`src/rtl/rr_iso_pkg.sv`:
```
package rr_iso_pkg;
    typedef enum logic [2:0] {
        ST_IDLE    = 3'd0,
        ST_ISOLATE = 3'd1,
        ST_LOAD    = 3'd2,
        ST_RESET   = 3'd3,
        ST_RELEASE = 3'd4
    } rr_state_e;
endpackage

```
`src/rtl/rr_seq_fsm.sv`:
```
module rr_seq_fsm
    import rr_iso_pkg::*;
#(
    parameter int RST_CYCLES = 4
) (
    input  logic clk,
    input  logic rst_n,
    input  logic swap_req_i,
    input  logic load_done_i,
    output logic load_start_o,
    output logic rgn_rst_o,
    output logic fence_o
);
    localparam int CNT_W = (RST_CYCLES < 2) ? 1 : $clog2(RST_CYCLES);
    localparam logic [CNT_W-1:0] CNT_LAST = CNT_W'(RST_CYCLES - 1);

    typedef struct packed {
        rr_state_e        state;
        logic [CNT_W-1:0] cnt;
        logic             ld_start;
        logic             rst;
    } seq_regs_t;

    seq_regs_t r_d, r_q;

    always_comb begin
        r_d          = r_q;
        r_d.ld_start = 1'b0;
        unique case (r_q.state)
            ST_IDLE: begin
                if (swap_req_i) r_d.state = ST_ISOLATE;
            end
            ST_ISOLATE: begin
                r_d.state    = ST_LOAD;
                r_d.ld_start = 1'b1;
            end
            ST_LOAD: begin
                if (load_done_i) begin
                    r_d.state = ST_RESET;
                    r_d.rst   = 1'b1;
                    r_d.cnt   = '0;
                end
            end
            ST_RESET: begin
                if (r_q.cnt == CNT_LAST) begin
                    r_d.state = ST_RELEASE;
                    r_d.rst   = 1'b0;
                end else begin
                    r_d.cnt = r_q.cnt + 1'b1;
                end
            end
            ST_RELEASE: begin
                r_d.state = ST_IDLE;
            end
            default: r_d.state = ST_IDLE;
        endcase
    end

    always_ff @(posedge clk or negedge rst_n) begin
        if (!rst_n) begin
            r_q <= '{state: ST_IDLE, cnt: '0, ld_start: 1'b0, rst: 1'b0};
        end else begin
            r_q <= r_d;
        end
    end

    assign load_start_o = r_q.ld_start;
    assign rgn_rst_o    = r_q.rst;
    assign fence_o      = (r_q.state != ST_IDLE);


    ld_after_fence_chk: assert property (@(posedge clk) disable iff (!rst_n)
        load_start_o |-> $past(fence_o));

    ld_single_pulse_chk: assert property (@(posedge clk) disable iff (!rst_n)
        load_start_o |=> !load_start_o);

    rst_after_done_chk: assert property (@(posedge clk) disable iff (!rst_n)
        $rose(rgn_rst_o) |-> $past(load_done_i));

    rst_end_fenced_chk: assert property (@(posedge clk) disable iff (!rst_n)
        $fell(rgn_rst_o) |-> (fence_o && r_q.state == ST_RELEASE));

    no_rst_in_load_chk: assert property (@(posedge clk) disable iff (!rst_n)
        (r_q.state == ST_LOAD) |-> !rgn_rst_o);
endmodule

```
`src/rtl/rr_boundary_gate.sv`:
```
module rr_boundary_gate #(
    parameter int DATA_W = 8
) (
    input  logic              clk,
    input  logic              rst_n,
    input  logic              fence_i,
    input  logic [DATA_W-1:0] rgn_data_i,
    input  logic              rgn_vld_i,
    output logic [DATA_W-1:0] st_data_o,
    output logic              st_vld_o,
    input  logic              up_vld_i,
    output logic              rgn_in_vld_o,
    input  logic              rgn_in_rdy_i,
    output logic              up_rdy_o
);
    for (genvar b = 0; b < DATA_W; b++) begin : g_lane
        assign st_data_o[b] = rgn_data_i[b] & ~fence_i;
    end

    assign st_vld_o     = rgn_vld_i & ~fence_i;
    assign rgn_in_vld_o = up_vld_i & ~fence_i;
    assign up_rdy_o     = rgn_in_rdy_i & ~fence_i;


    data_zero_chk: assert property (@(posedge clk) disable iff (!rst_n)
        fence_i |-> (st_data_o == '0));

    chan_stall_chk: assert property (@(posedge clk) disable iff (!rst_n)
        fence_i |-> !(st_vld_o || rgn_in_vld_o || up_rdy_o));
endmodule

```
`src/rtl/rr_iso_ctrl.sv`:
```
module rr_iso_ctrl #(
    parameter int DATA_W     = 8,
    parameter int RST_CYCLES = 4
) (
    input  logic              clk,
    input  logic              rst_n,
    input  logic              swap_req_i,
    input  logic              load_done_i,
    output logic              load_start_o,
    output logic              busy_o,
    output logic              rgn_rst_o,
    input  logic [DATA_W-1:0] rgn_data_i,
    input  logic              rgn_vld_i,
    output logic [DATA_W-1:0] st_data_o,
    output logic              st_vld_o,
    input  logic              up_vld_i,
    output logic              rgn_in_vld_o,
    input  logic              rgn_in_rdy_i,
    output logic              up_rdy_o
);
    logic fence;

    rr_seq_fsm #(.RST_CYCLES(RST_CYCLES)) u_fsm (
        .clk          (clk),
        .rst_n        (rst_n),
        .swap_req_i   (swap_req_i),
        .load_done_i  (load_done_i),
        .load_start_o (load_start_o),
        .rgn_rst_o    (rgn_rst_o),
        .fence_o      (fence)
    );

    rr_boundary_gate #(.DATA_W(DATA_W)) u_gate (
        .clk          (clk),
        .rst_n        (rst_n),
        .fence_i      (fence),
        .rgn_data_i   (rgn_data_i),
        .rgn_vld_i    (rgn_vld_i),
        .st_data_o    (st_data_o),
        .st_vld_o     (st_vld_o),
        .up_vld_i     (up_vld_i),
        .rgn_in_vld_o (rgn_in_vld_o),
        .rgn_in_rdy_i (rgn_in_rdy_i),
        .up_rdy_o     (up_rdy_o)
    );

    assign busy_o = fence;
endmodule

```
`config.mk`:
```
export PLATFORM = sky130hd
export DESIGN_NAME = rr_iso_ctrl
export DESIGN_NICKNAME = d
export VERILOG_FILES = /design/src/rtl/rr_iso_pkg.sv /design/src/rtl/rr_seq_fsm.sv /design/src/rtl/rr_boundary_gate.sv /design/src/rtl/rr_iso_ctrl.sv
export SDC_FILE = /design/constraint.sdc
export NUM_CORES = 1
export LEC_CHECK = 0
export BUFFER_PORTS_ARGS = -buffer_cell sky130_fd_sc_hd__clkbuf_2
export CORE_AREA = 2 2 39 41
export CTS_CLUSTER_SIZE = 25
export DETAILED_ROUTE_END_ITERATION = 8
export DIE_AREA = 0 0 41 43
export PLACE_DENSITY_LB_ADDON = 0.3
export SETUP_SLACK_MARGIN = 0.4
export SLEW_MARGIN = 10
export SYNTH_ARGS = -nofsm -noshare
export SYNTH_HDL_FRONTEND = slang
export SYNTH_SLANG_ARGS = --single-unit
```
`constraint.sdc`:
```
create_clock -name clk -period 1.9 [get_ports clk]
set_input_delay 0.285 -clock clk [delete_from_list [all_inputs] [get_ports clk]]
set_output_delay 0.285 -clock clk [all_outputs]
set_load 0.1 [all_outputs]
```
After elaboration in Yosys (flattened, before gate mapping)
Cells that the tools add are included.

storage, ports and cells
  flip-flop bits (word level) = 7
  bits of input ports = 15
  word-level logic and storage cells = 41
  output and inout bits = 14

operators by class
  equal/unequal tests = 8
  bitwise gates (word level) = 12
  add/subtract/negate cells = 1
  muxes and demuxes = 10
  reduce and logical (&&, ||, !) cells = 6

operators by type and width
  kind                   count
  $pmux W3 S4            1
  $and A1 B1 Y1          11
  $reduce_and A3 Y1      3
  $eq A3 B2 Y1 const B   2
  $mux W3                2
  $ne A2 B2 Y1 const B   3
  $mux W5                1
  $pmux W2 S2            1
  $eq A3 B1 Y1 const B   1
  $logic_not A3 Y1       1
  $mux W1                3
  $reduce_bool A3 Y1     1
  $add A2 B1 Y2 const B  1
  $eq A2 B2 Y1 const B   1
  $mux W2                1
  $ne A2 B1 Y1 const B   1
  $pmux W1 S2            1
  $reduce_bool A2 Y1     1
  $not A1 Y1             1

Depth between registers and ports, before layout
Gate-level depths: netlist (run 1).

  depth in word-level cells = 3
  mapped depth = 4
  mapped depth without buffers = 4

By module
Synthesis (run 1) repeated with hierarchy kept, for this count alone.

second synthesis, totals
  cells, all modules = 42
  area, all modules = 459.2 sq um

modules (own cells, without submodules)
  module            seq. area each (sq um)  instances  cells each  area each (sq um)
  rr_seq_fsm        175.2                   1          30          341.6
  rr_boundary_gate  0.0                     1          12          117.6

Least setup slack after synthesis (run 1)
OpenSTA, ideal clock, no wires.

  kind = reg2out
  from = register u_fsm.r_q[5] (netlist name)
  to = output rgn_in_vld_o
  slack = 0.073 ns
  path buffers = 2
  stages on the path, launching flop included = 5
  data required time = 1.615 ns
  data arrival time = 1.542 ns
  cells stage by stage = dfrtp_1 buf_6 nor3_2 buf_4 and2_1

on the way
  longest elaborated chain between the ends = 3

RTL lines
  element                 line                    source
  start, declared         rr_seq_fsm.sv:24        seq_regs_t r_d, r_q;
  start signal, assigned  rr_seq_fsm.sv:61        r_q <= '{state: ST_IDLE, cnt: '0, ld_start: 1'b0, rst: 1'b0};
  start signal, assigned  rr_seq_fsm.sv:63        r_q <= r_d;
  $reduce_bool A3 Y1      rr_seq_fsm.sv:69        assign fence_o = (r_q.state != ST_IDLE);
  $not A1 Y1              rr_boundary_gate.sv:21  assign rgn_in_vld_o = up_vld_i & ~fence_i;
  $and A1 B1 Y1           rr_boundary_gate.sv:21
  end, declared           rr_iso_ctrl.sv:17       output logic rgn_in_vld_o,

No other way between the ends.

Worst setup path in the final report (run 1)
  from = register u_fsm.r_q[4] (netlist name)
  to = output st_data_o[0]

on the way
  longest elaborated chain between the ends = 3

RTL lines
  element             line                    source
  $reduce_bool A3 Y1  rr_seq_fsm.sv:69
  $not A1 Y1          rr_boundary_gate.sv:17  assign st_data_o[b] = rgn_data_i[b] & ~fence_i;
  $and A1 B1 Y1       rr_boundary_gate.sv:17
  end, declared       rr_iso_ctrl.sv:14       output logic [DATA_W-1:0] st_data_o,

No other way between the ends.

==> results of run 1 <==
==> placed cells by master (no fill, tap or decap) <==
| master | instances |
|---|---|
| and2_4 | 11 |
| ha_1 | 1 |
| o21bai_1 | 1 |
| inv_2 | 1 |
| o2bb2ai_1 | 2 |
| dlygate4sd3_1 | 1 |
| clkbuf_4 | 3 |
| clkbuf_1 | 1 |
| a31oi_1 | 1 |
| dfrtp_1 | 4 |
| a21o_1 | 1 |
| a211oi_1 | 2 |
| dfrtp_2 | 3 |
| buf_4 | 3 |
| and2b_4 | 1 |
| nand2_1 | 2 |
| nand3b_1 | 1 |
| nor3_4 | 1 |
| nor4b_2 | 1 |
| a21oi_1 | 1 |
| nor2_1 | 2 |
| buf_12 | 12 |
| buf_6 | 2 |
| a22o_1 | 1 |
| nand2b_1 | 2 |
| nor2b_1 | 3 |
| clkbuf_2 | 16 |
| o21ai_1 | 2 |
==> flip-flops by register name, indices dropped and copies added (netlist names) <==
name / cells
u_fsm.r_q: 5
u_fsm.load_start_o: 1
u_fsm.rgn_rst_o: 1
==> cell type report <==
class                      instances  area [um^2]  share of cell area, %
clock buffer                       4         26.3                   2.97
inverter                           1         3.75                  0.424
multi-input combinational         36          282                   31.8
sequential                         7          179                   20.2
tap                               16         20.0                   2.26
timing repair buffer              34          375                   42.4
==> metrics by stage <==
stage / instances / hold WS [ns] / area (um^2)
final: 98 / 0.363 / 886
after global routing: 98 / 0.403 / 886
after CTS: 98 / 0.358 / 886
after detailed placement: 89 / 0.130 / 798
after global placement: 89 / 0.127 / 798
after floorplan: 47 / -0.0106 / 477
==> worst max path at each step <==
| stage | endpoint | slack (ns) | cells past startpoint |
|---|---|---|---|
| 6_report | st_data_o[0] | 0.22 | 4 |
| 5_1_grt | st_data_o[7] | 0.19 | 4 |
| 4_1_cts | st_data_o[7] | 0.24 | 4 |
| 3_5_place_dp | st_data_o[4] | 0.42 | 4 |
| 3_3_place_gp | st_data_o[4] | 0.44 | 4 |
| 2_1_floorplan | rgn_in_vld_o | 0.34 | 4 |
==> critical path: stages (launching register included) <==
cell     delay [ns]
dfrtp_2        0.43
nor3_4         0.24
buf_6          0.15
and2_4         0.15
buf_12         0.16
==> cells by family (layout without fill, tap and decap cells) <==
family	count (synthesis)	in the layout	synth area share [%]
fa+ha+maj	1	1	2.76
compound gates	11	11	17.1
buf+inv	4	39	6.63
flops	7	7	38.7
simple gates	24	24	34.8
==> layer usage <==
layer  part of all wire (%)  vias up  GRT usage [%]
li1                       -      229              -
met2                     57       17           34.1
met5                      0        -              0
met1                     38      220           23.4
met3                    4.7        2           1.57
met4                   0.59        0           10.0
==> what timing repair did <==
action                                  CTS  global route
endpoints found under the hold margin     7             0
buffers inserted                          3             0
hold buffers                              1             0
gates cloned                              1             0
endpoints found under the setup margin   12            12
pin swaps                                11             1
resized for setup                        10             0
==> where the power goes <==
group / switching, mW / internal, mW / total (mW)
registers: 0.0526 / 0.211 / 0.264
logic: 0.529 / 0.346 / 0.875
clock network: 0.0591 / 0.0804 / 0.140
==> results.toml, run 1 <==
[logic_synthesis]
syn_area_um2 = 453
synth-edff-count = 0
ys_seq_area_share_pct = 38.7
ys_types = 22
synth.area.top_cells = "dfrtp_1 39%, and2_1 15%, nor2b_1 4.1%"
synth_top_area_cell = "dfrtp_1"
synth_common_cells = "11 x and2_1, 7 x dfrtp_1, 3 x nor2b_1"
syn_nets = 63
yosys.cell_count.top_type = "and2_1"
synth_ff_type = "dfrtp_1"
yosys_warnings = 0
postSynthAreaPerCell_um2 = 9.64
async_flop_share_pct = 100
synth_cells = 47
ys_ff_latch = 7
synth.top_cell.area_share_pct = 38.7

[die]
dieHeight_um = 43
die_area_um2 = 1760
ioPinCount = 29
die_w_um = 41
core.rowCount = 14
start_util_pct = 32.7
coreArea_um2 = 1380

[timing]
finalCritPeriodShare_pct = 88.3
setup_slack_ns = 0.222
worstMarginPinSlew_ns = 0.539
finalClockSkew_ns = 0.00708
slew_headroom_pct = 64.2
maxSlewViolCount = 0
setup_tns_ns = 0
rsz0062_at_grt = "true"
hold_viol = 0
fmax_mhz = 596
finalSetupViolCount = 0
period_needed_ns = 1.68

[placed_design]
dpl_worst_slack_ns = 0.416
gp_congestion = 0.755
dp_hpwl_um = 924
port_buffers = 28

[cts]
insertion_delay_ns = 0.26
clockBufferDepth = 2
cts_sinks = 7
cts_tree = "yes"
clock_tree.root_cell = "clkbuf_4"
cts-htree-levels = 1
path_clk_slew_ns = 0.06
cts_made_buffers = 3

[global_routing]
grt.overflow.total = 0
track_usage_pct = 20.0
grt_pass1_wl_um = 2350
grt_max_degree = 11
grt_pass1_vias = 503
antenna_found_initial = 0

[power]
power_per_cell_area_nw_per_um2 = 1440
leakage_nw = 0.413
ir_drop_uv = 909
power_mw = 1.28

[route]
vias = 468
drcViolationCount = 0
finalWirelength_um = 1360
drt-initial-drc-count = 3
wl_per_cell_um = 13.9
routed_via_density = 4.78
drtPass1Iterations = 4
drt.antenna.violating_nets = 0

[setup_path]
rr_worst_depth = 4
worstSetupPathType = "reg2out"
arrival_ns = 1.39
startpoint_type = "register"
cp-end-kind = "output pin"
crit_fanout = 6
startpoint = "u_fsm.r_q[4]$_DFFE_PN0P_"
required_ns = 1.62
rrSetupSlack_ns = 0.64
r2r_start = "u_fsm.r_q[2]$_DFFE_PN0P_"
r2r-end = "u_fsm.r_q[2]$_DFFE_PN0P_"

[finish]
final_util_pct = 64.0
diodes = 0
layout-drive-gt1-share_pct = 65.9
final_nets = 99
area_delta_synth_final_pct = 95.6
fillCellCount = 107

[min_path]
worstHoldEndpoint = "u_fsm.rgn_rst_o$_DFFE_PN0P_"
hold_depth = 3
holdCritStartpoint = "load_done_i"
hp-class = "in2reg"

[status]
status = "completed"

[flow_run]
max-cap-violations = 0
Power figures use the tool's default switching activity.
==> inputs of run 2 (changes only) <==
--- a/config.mk
+++ b/config.mk
@@ -6,10 +6,13 @@
 export NUM_CORES = 1
 export LEC_CHECK = 0
 export BUFFER_PORTS_ARGS = -buffer_cell sky130_fd_sc_hd__clkbuf_2
-export CORE_AREA = 2 2 39 41
+export CELL_PAD_IN_SITES_DETAIL_PLACEMENT = 1
+export CELL_PAD_IN_SITES_GLOBAL_PLACEMENT = 2
+export CORE_ASPECT_RATIO = 1.2
+export CORE_MARGIN = 2
+export CORE_UTILIZATION = 23
 export CTS_CLUSTER_SIZE = 25
 export DETAILED_ROUTE_END_ITERATION = 8
-export DIE_AREA = 0 0 41 43
 export PLACE_DENSITY_LB_ADDON = 0.3
 export SETUP_SLACK_MARGIN = 0.4
 export SLEW_MARGIN = 10
==> run 2 against run 1 <==
Net effect: flip-flop and latch count unchanged; sequential power about the same; total power about the same; hold slack better by 0.011 ns; first-iteration DRC count down 100%.
==> results.toml, run 2 (synthesized netlist as in run 1, its figures left out) <==
[cts]
path_clk_slew_ns = 0.05
insertion_delay_ns = 0.25
clock_tree.root_cell = "clkbuf_4"
cts_made_buffers = 3
cts-htree-levels = 1
cts_tree = "yes"
clockBufferDepth = 2
cts_sinks = 7

[placed_design]
dp_hpwl_um = 1050
gp_congestion = 0.688
port_buffers = 28
dpl_worst_slack_ns = 0.378
dpl_cell_area_um2 = 802
placedCellCount = 92

[timing]
hold_viol = 0
period_needed_ns = 1.65
setup_slack_ns = 0.250
rsz0062_at_grt = "true"
finalClockSkew_ns = 0.000537
finalCritPeriodShare_pct = 86.8
setup_tns_ns = 0
slew_headroom_pct = 64.1
maxSlewViolCount = 0
worstMarginPinSlew_ns = 0.540
finalSetupViolCount = 0
fmax_mhz = 606

[die]
dieHeight_um = 52.6
core.rowCount = 17
ioPinCount = 29
coreArea_um2 = 1850
start_util_pct = 24.5
die_w_um = 44.5
die_area_um2 = 2340

[setup_path]
arrival_ns = 1.36
worstSetupPathType = "reg2out"
startpoint_type = "register"
required_ns = 1.62
critical_path.top_delay_family = "flip-flops"
cpMaxStageDelayCell = "dfrtp_2"
slowest_delay_ns = 0.42
cp_num_buf_inv = 2
cp_cell_sequence = "nor3_4, buf_6, and2_4, buf_12"
cp-end-kind = "output pin"
crit_fanout = 6

[route]
routed_via_density = 4.60
drt-initial-drc-count = 0
drtPass1Iterations = 1
drcViolationCount = 0
vias = 469
finalWirelength_um = 1360
drt.antenna.violating_nets = 0
wl_per_cell_um = 13.4

[global_routing]
grt_pass1_vias = 497
track_usage_pct = 13.8
grt.overflow.total = 0
grt_max_degree = 11
antenna_found_initial = 0
grt_pass1_wl_um = 2370

[finish]
final_common_cell = "clkbuf_2"
area_delta_synth_final_pct = 98.6
final_nets = 100
layout-drive-gt1-share_pct = 66.3
fin_area_um2 = 900
largest_reg_flops = 5
fin_cells = 102
layout_common_cells = "16 x clkbuf_2, 12 x buf_12, 11 x and2_4, 4 x buf_4, 4 x dfrtp_1"
top_register = "u_fsm.r_q"
diodes = 0

[power]
power_per_cell_area_nw_per_um2 = 1420
leakage_nw = 0.421
ir_drop_uv = 879
power_mw = 1.28

[status]
status = "completed"

[flow_run]
max-cap-violations = 0

[min_path]
hp-class = "in2reg"
-- run 2: path summary, 6_finish.rpt --
check	startpoint	to	slack [ns]	depth (start not counted)
max reg2reg	u_fsm.r_q[2]$_DFFE_PN0P_	u_fsm.r_q[4]$_DFFE_PN0P_	0.60	3
min reg2reg	u_fsm.r_q[3]$_DFFE_PN0P_	u_fsm.r_q[3]$_DFFE_PN0P_	0.49	1
max in group asynchronous	rst_n	u_fsm.r_q[4]$_DFFE_PN0P_	1.31	2
min in group asynchronous	rst_n	u_fsm.r_q[3]$_DFFE_PN0P_	0.41	2
min	load_done_i	u_fsm.rgn_rst_o$_DFFE_PN0P_	0.37	3
max	u_fsm.r_q[5]$_DFFE_PN0P_	st_data_o[5]	0.25	4
-- run 2: where the power goes --
part / internal, mW / switching, mW / total (mW) / leakage (nW)
logic: 0.353 / 0.529 / 0.882 / 0.326
clock network: 0.0801 / 0.0537 / 0.134 / 0.0150
registers: 0.211 / 0.0504 / 0.262 / 0.0796
total: 0.644 / 0.633 / 1.28 / 0.421
-- run 2: final cells by class --
cell class | instances | area [um^2]
inverter | 1 | 6.26
sequential | 7 | 179
tap | 19 | 23.8
clock buffer | 4 | 26.3
fill | 211 | 951
timing repair buffer | 35 | 383
multi-input combinational | 36 | 282
-- run 2: through the flow --
stage / util, % / hold slack [ns]
2_1_floorplan: - / -0.0106
3_3_place_gp: 43.3 / 0.136
3_5_place_dp: 43.3 / 0.137
4_1_cts: 48.1 / 0.369
5_1_grt: 48.6 / 0.405
6_report: 48.6 / 0.373
-- run 2: worst reg2reg max path, delay by kind of cell (launching register included) --
family / cells / cell delay [ns]
fa+ha+maj: 1 / 0.32
simple gates: 1 / 0.18
flops: 1 / 0.42
compound gates: 1 / 0.27
-- run 2: metal layers --
layer / track usage (%) / share of wire, % / up-vias / routed length, um
li1: - / - / 232 / -
met1: 15.6 / 38 / 219 / 522
met2: 24.9 / 56 / 16 / 763
met3: 1.72 / 5.0 / 2 / 68
met4: 6.06 / 0.59 / 0 / 8
met5: 0 / 0 / - / 0
-- run 2: timing repair --
| item | 4_1_cts | 5_1_grt |
|---|---|---|
| resized for setup | 10 | 1 |
| endpoints found under the setup margin | 12 | 12 |
| pin swaps | 12 | 0 |
| buffers inserted | 3 | 1 |
| hold buffers | 1 | 0 |
| gates cloned | 1 | 0 |
| hold endpoints to repair | 7 | 0 |
==> inputs of run 3 (changes only) <==
--- a/config.mk
+++ b/config.mk
@@ -9,8 +9,8 @@
 export CELL_PAD_IN_SITES_DETAIL_PLACEMENT = 1
 export CELL_PAD_IN_SITES_GLOBAL_PLACEMENT = 2
 export CORE_ASPECT_RATIO = 1.2
-export CORE_MARGIN = 2
-export CORE_UTILIZATION = 23
+export CORE_MARGIN = 4
+export CORE_UTILIZATION = 21
 export CTS_CLUSTER_SIZE = 25
 export DETAILED_ROUTE_END_ITERATION = 8
 export PLACE_DENSITY_LB_ADDON = 0.3
==> constraint.sdc (replaced) <==
create_clock -name clk -period 1.78 [get_ports clk]
set_input_delay 0.267 -clock clk [delete_from_list [all_inputs] [get_ports clk]]
set_output_delay 0.267 -clock clk [all_outputs]
set_load 0.1 [all_outputs]
==> run 3 against run 2 <==
Net effect: final area rose by 0.56%; setup slack got worse by 0.087 ns; sequential share of layout area fell by 0.53 points; utilization fell by 4.5 points; clock power rose by 5%; largest cell class unchanged.
==> results.toml, run 3 (synthesized netlist as in run 1, its figures left out) <==
[finish]
top_register = "u_fsm.r_q"
fin_cells = 111
layout_common_cells = "15 x clkbuf_2, 11 x and2_4, 11 x buf_12, 7 x dfrtp_1, 4 x clkbuf_4"
diodes = 0
largest_reg_flops = 5
layout-drive-gt1-share_pct = 63.0
final_nets = 98
area_delta_synth_final_pct = 99.7
final_common_cell = "clkbuf_2"

[placed_design]
placedCellCount = 104
gp_congestion = 0.644
port_buffers = 28
dp_hpwl_um = 1150

[cts]
cts-htree-levels = 1
insertion_delay_ns = 0.25
cts_sinks = 7
clockBufferDepth = 2
clock_tree.root_cell = "clkbuf_4"
cts_tree = "yes"
cts_made_buffers = 3
path_clk_slew_ns = 0.05

[global_routing]
antenna_found_initial = 0
grt_pass1_wl_um = 2390
track_usage_pct = 10.9
grt_pass1_vias = 493
grt_max_degree = 11
grt.overflow.total = 0

[die]
die_w_um = 50.4
core.rowCount = 18
die_area_um2 = 2970
coreArea_um2 = 2050
dieHeight_um = 58.9
start_util_pct = 22.1
ioPinCount = 29

[power]
power_mw = 1.35
leakage_nw = 0.415
power_per_cell_area_nw_per_um2 = 1490
ir_drop_uv = 615

[timing]
hold_viol = 0
finalClockSkew_ns = 0.000596
finalCritPeriodShare_pct = 90.8
maxSlewViolCount = 0
slew_headroom_pct = 64.2
rsz0062_at_grt = "true"
setup_tns_ns = 0
fmax_mhz = 619
finalSetupViolCount = 0
period_needed_ns = 1.62
worstMarginPinSlew_ns = 0.539

[setup_path]
startpoint = "u_fsm.r_q[6]$_DFFE_PN0P_"
rr_worst_depth = 4
r2r_start = "u_fsm.r_q[2]$_DFFE_PN0P_"
arrival_ns = 1.35
rrSetupSlack_ns = 0.54
required_ns = 1.51
startpoint_type = "register"
worstSetupPathType = "reg2out"
cp-end-kind = "output pin"
r2r-end = "u_fsm.r_q[2]$_DFFE_PN0P_"
crit_fanout = 7

[flow_run]
max-cap-violations = 0

[route]
finalWirelength_um = 1410
drtPass1Iterations = 3
vias = 466
drcViolationCount = 0
wl_per_cell_um = 12.7
drt-initial-drc-count = 1
routed_via_density = 4.20
drt.antenna.violating_nets = 0

[min_path]
hp-class = "in2reg"
worstHoldEndpoint = "u_fsm.rgn_rst_o$_DFFE_PN0P_"
holdCritStartpoint = "load_done_i"
hold_depth = 3

[status]
status = "completed"
[run 3: power by group]
part / switching, mW / internal (mW) / leakage [nW] / total [mW]
clock: 0.0557 / 0.0854 / 0.0150 / 0.141
sequential: 0.0603 / 0.221 / 0.0826 / 0.282
combinational: 0.554 / 0.373 / 0.318 / 0.927
total: 0.670 / 0.679 / 0.415 / 1.35
[run 3: per-stage QoR]
stage | area (um^2) | hold slack (ns) | setup WS [ns] | utilization, %
after CTS | 896 | 0.369 | 0.154 | 43.7
after detailed placement | 816 | 0.116 | 0.198 | 39.8
after floorplan | 484 | -0.0286 | 0.392 | -
final | 905 | 0.372 | 0.163 | 44.1
after global routing | 905 | 0.402 | 0.103 | 44.1
after global placement | 816 | 0.117 | 0.229 | 39.8
[run 3: what timing repair did]
| item | CTS | global route |
|---|---|---|
| setup buffers | 2 | 0 |
| hold buffers | 1 | 0 |
| gates resized for setup | 7 | 4 |
| endpoints found under the setup margin | 12 | 14 |
| endpoints found under the hold margin | 7 | 0 |
| pin swaps | 2 | 2 |
[run 3: how the worst max path moves through the flow]
stage,end
after global routing,st_vld_o
after CTS,up_rdy_o
after global placement,st_data_o[3]
final,st_vld_o
after floorplan,rgn_in_vld_o
after detailed placement,st_data_o[4]
[run 3: worst max-delay path, stage by stage (launching register included)]
cell	delay (ns)
dfrtp_1	0.45
nor3_4	0.18
buf_6	0.16
and2_4	0.15
buf_12	0.16
[run 3: metal layers]
| metal | GRT usage, % | routed length [um] |
|---|---|---|
| met3 | 2.28 | 109 |
| met4 | 5.77 | 6 |
| met2 | 19.8 | 723 |
| met5 | 0 | 0 |
| met1 | 11.8 | 567 |
[run 3: layout make-up]
cell class                      instances  area (um^2)
Sequential cell                         7          175
Fill cell                             233         1140
Inverter                                1         6.26
Tap cell                               30         37.5
Clock buffer                            4         26.3
Timing Repair Buffer                   33          375
Multi-Input combinational cell         36          284
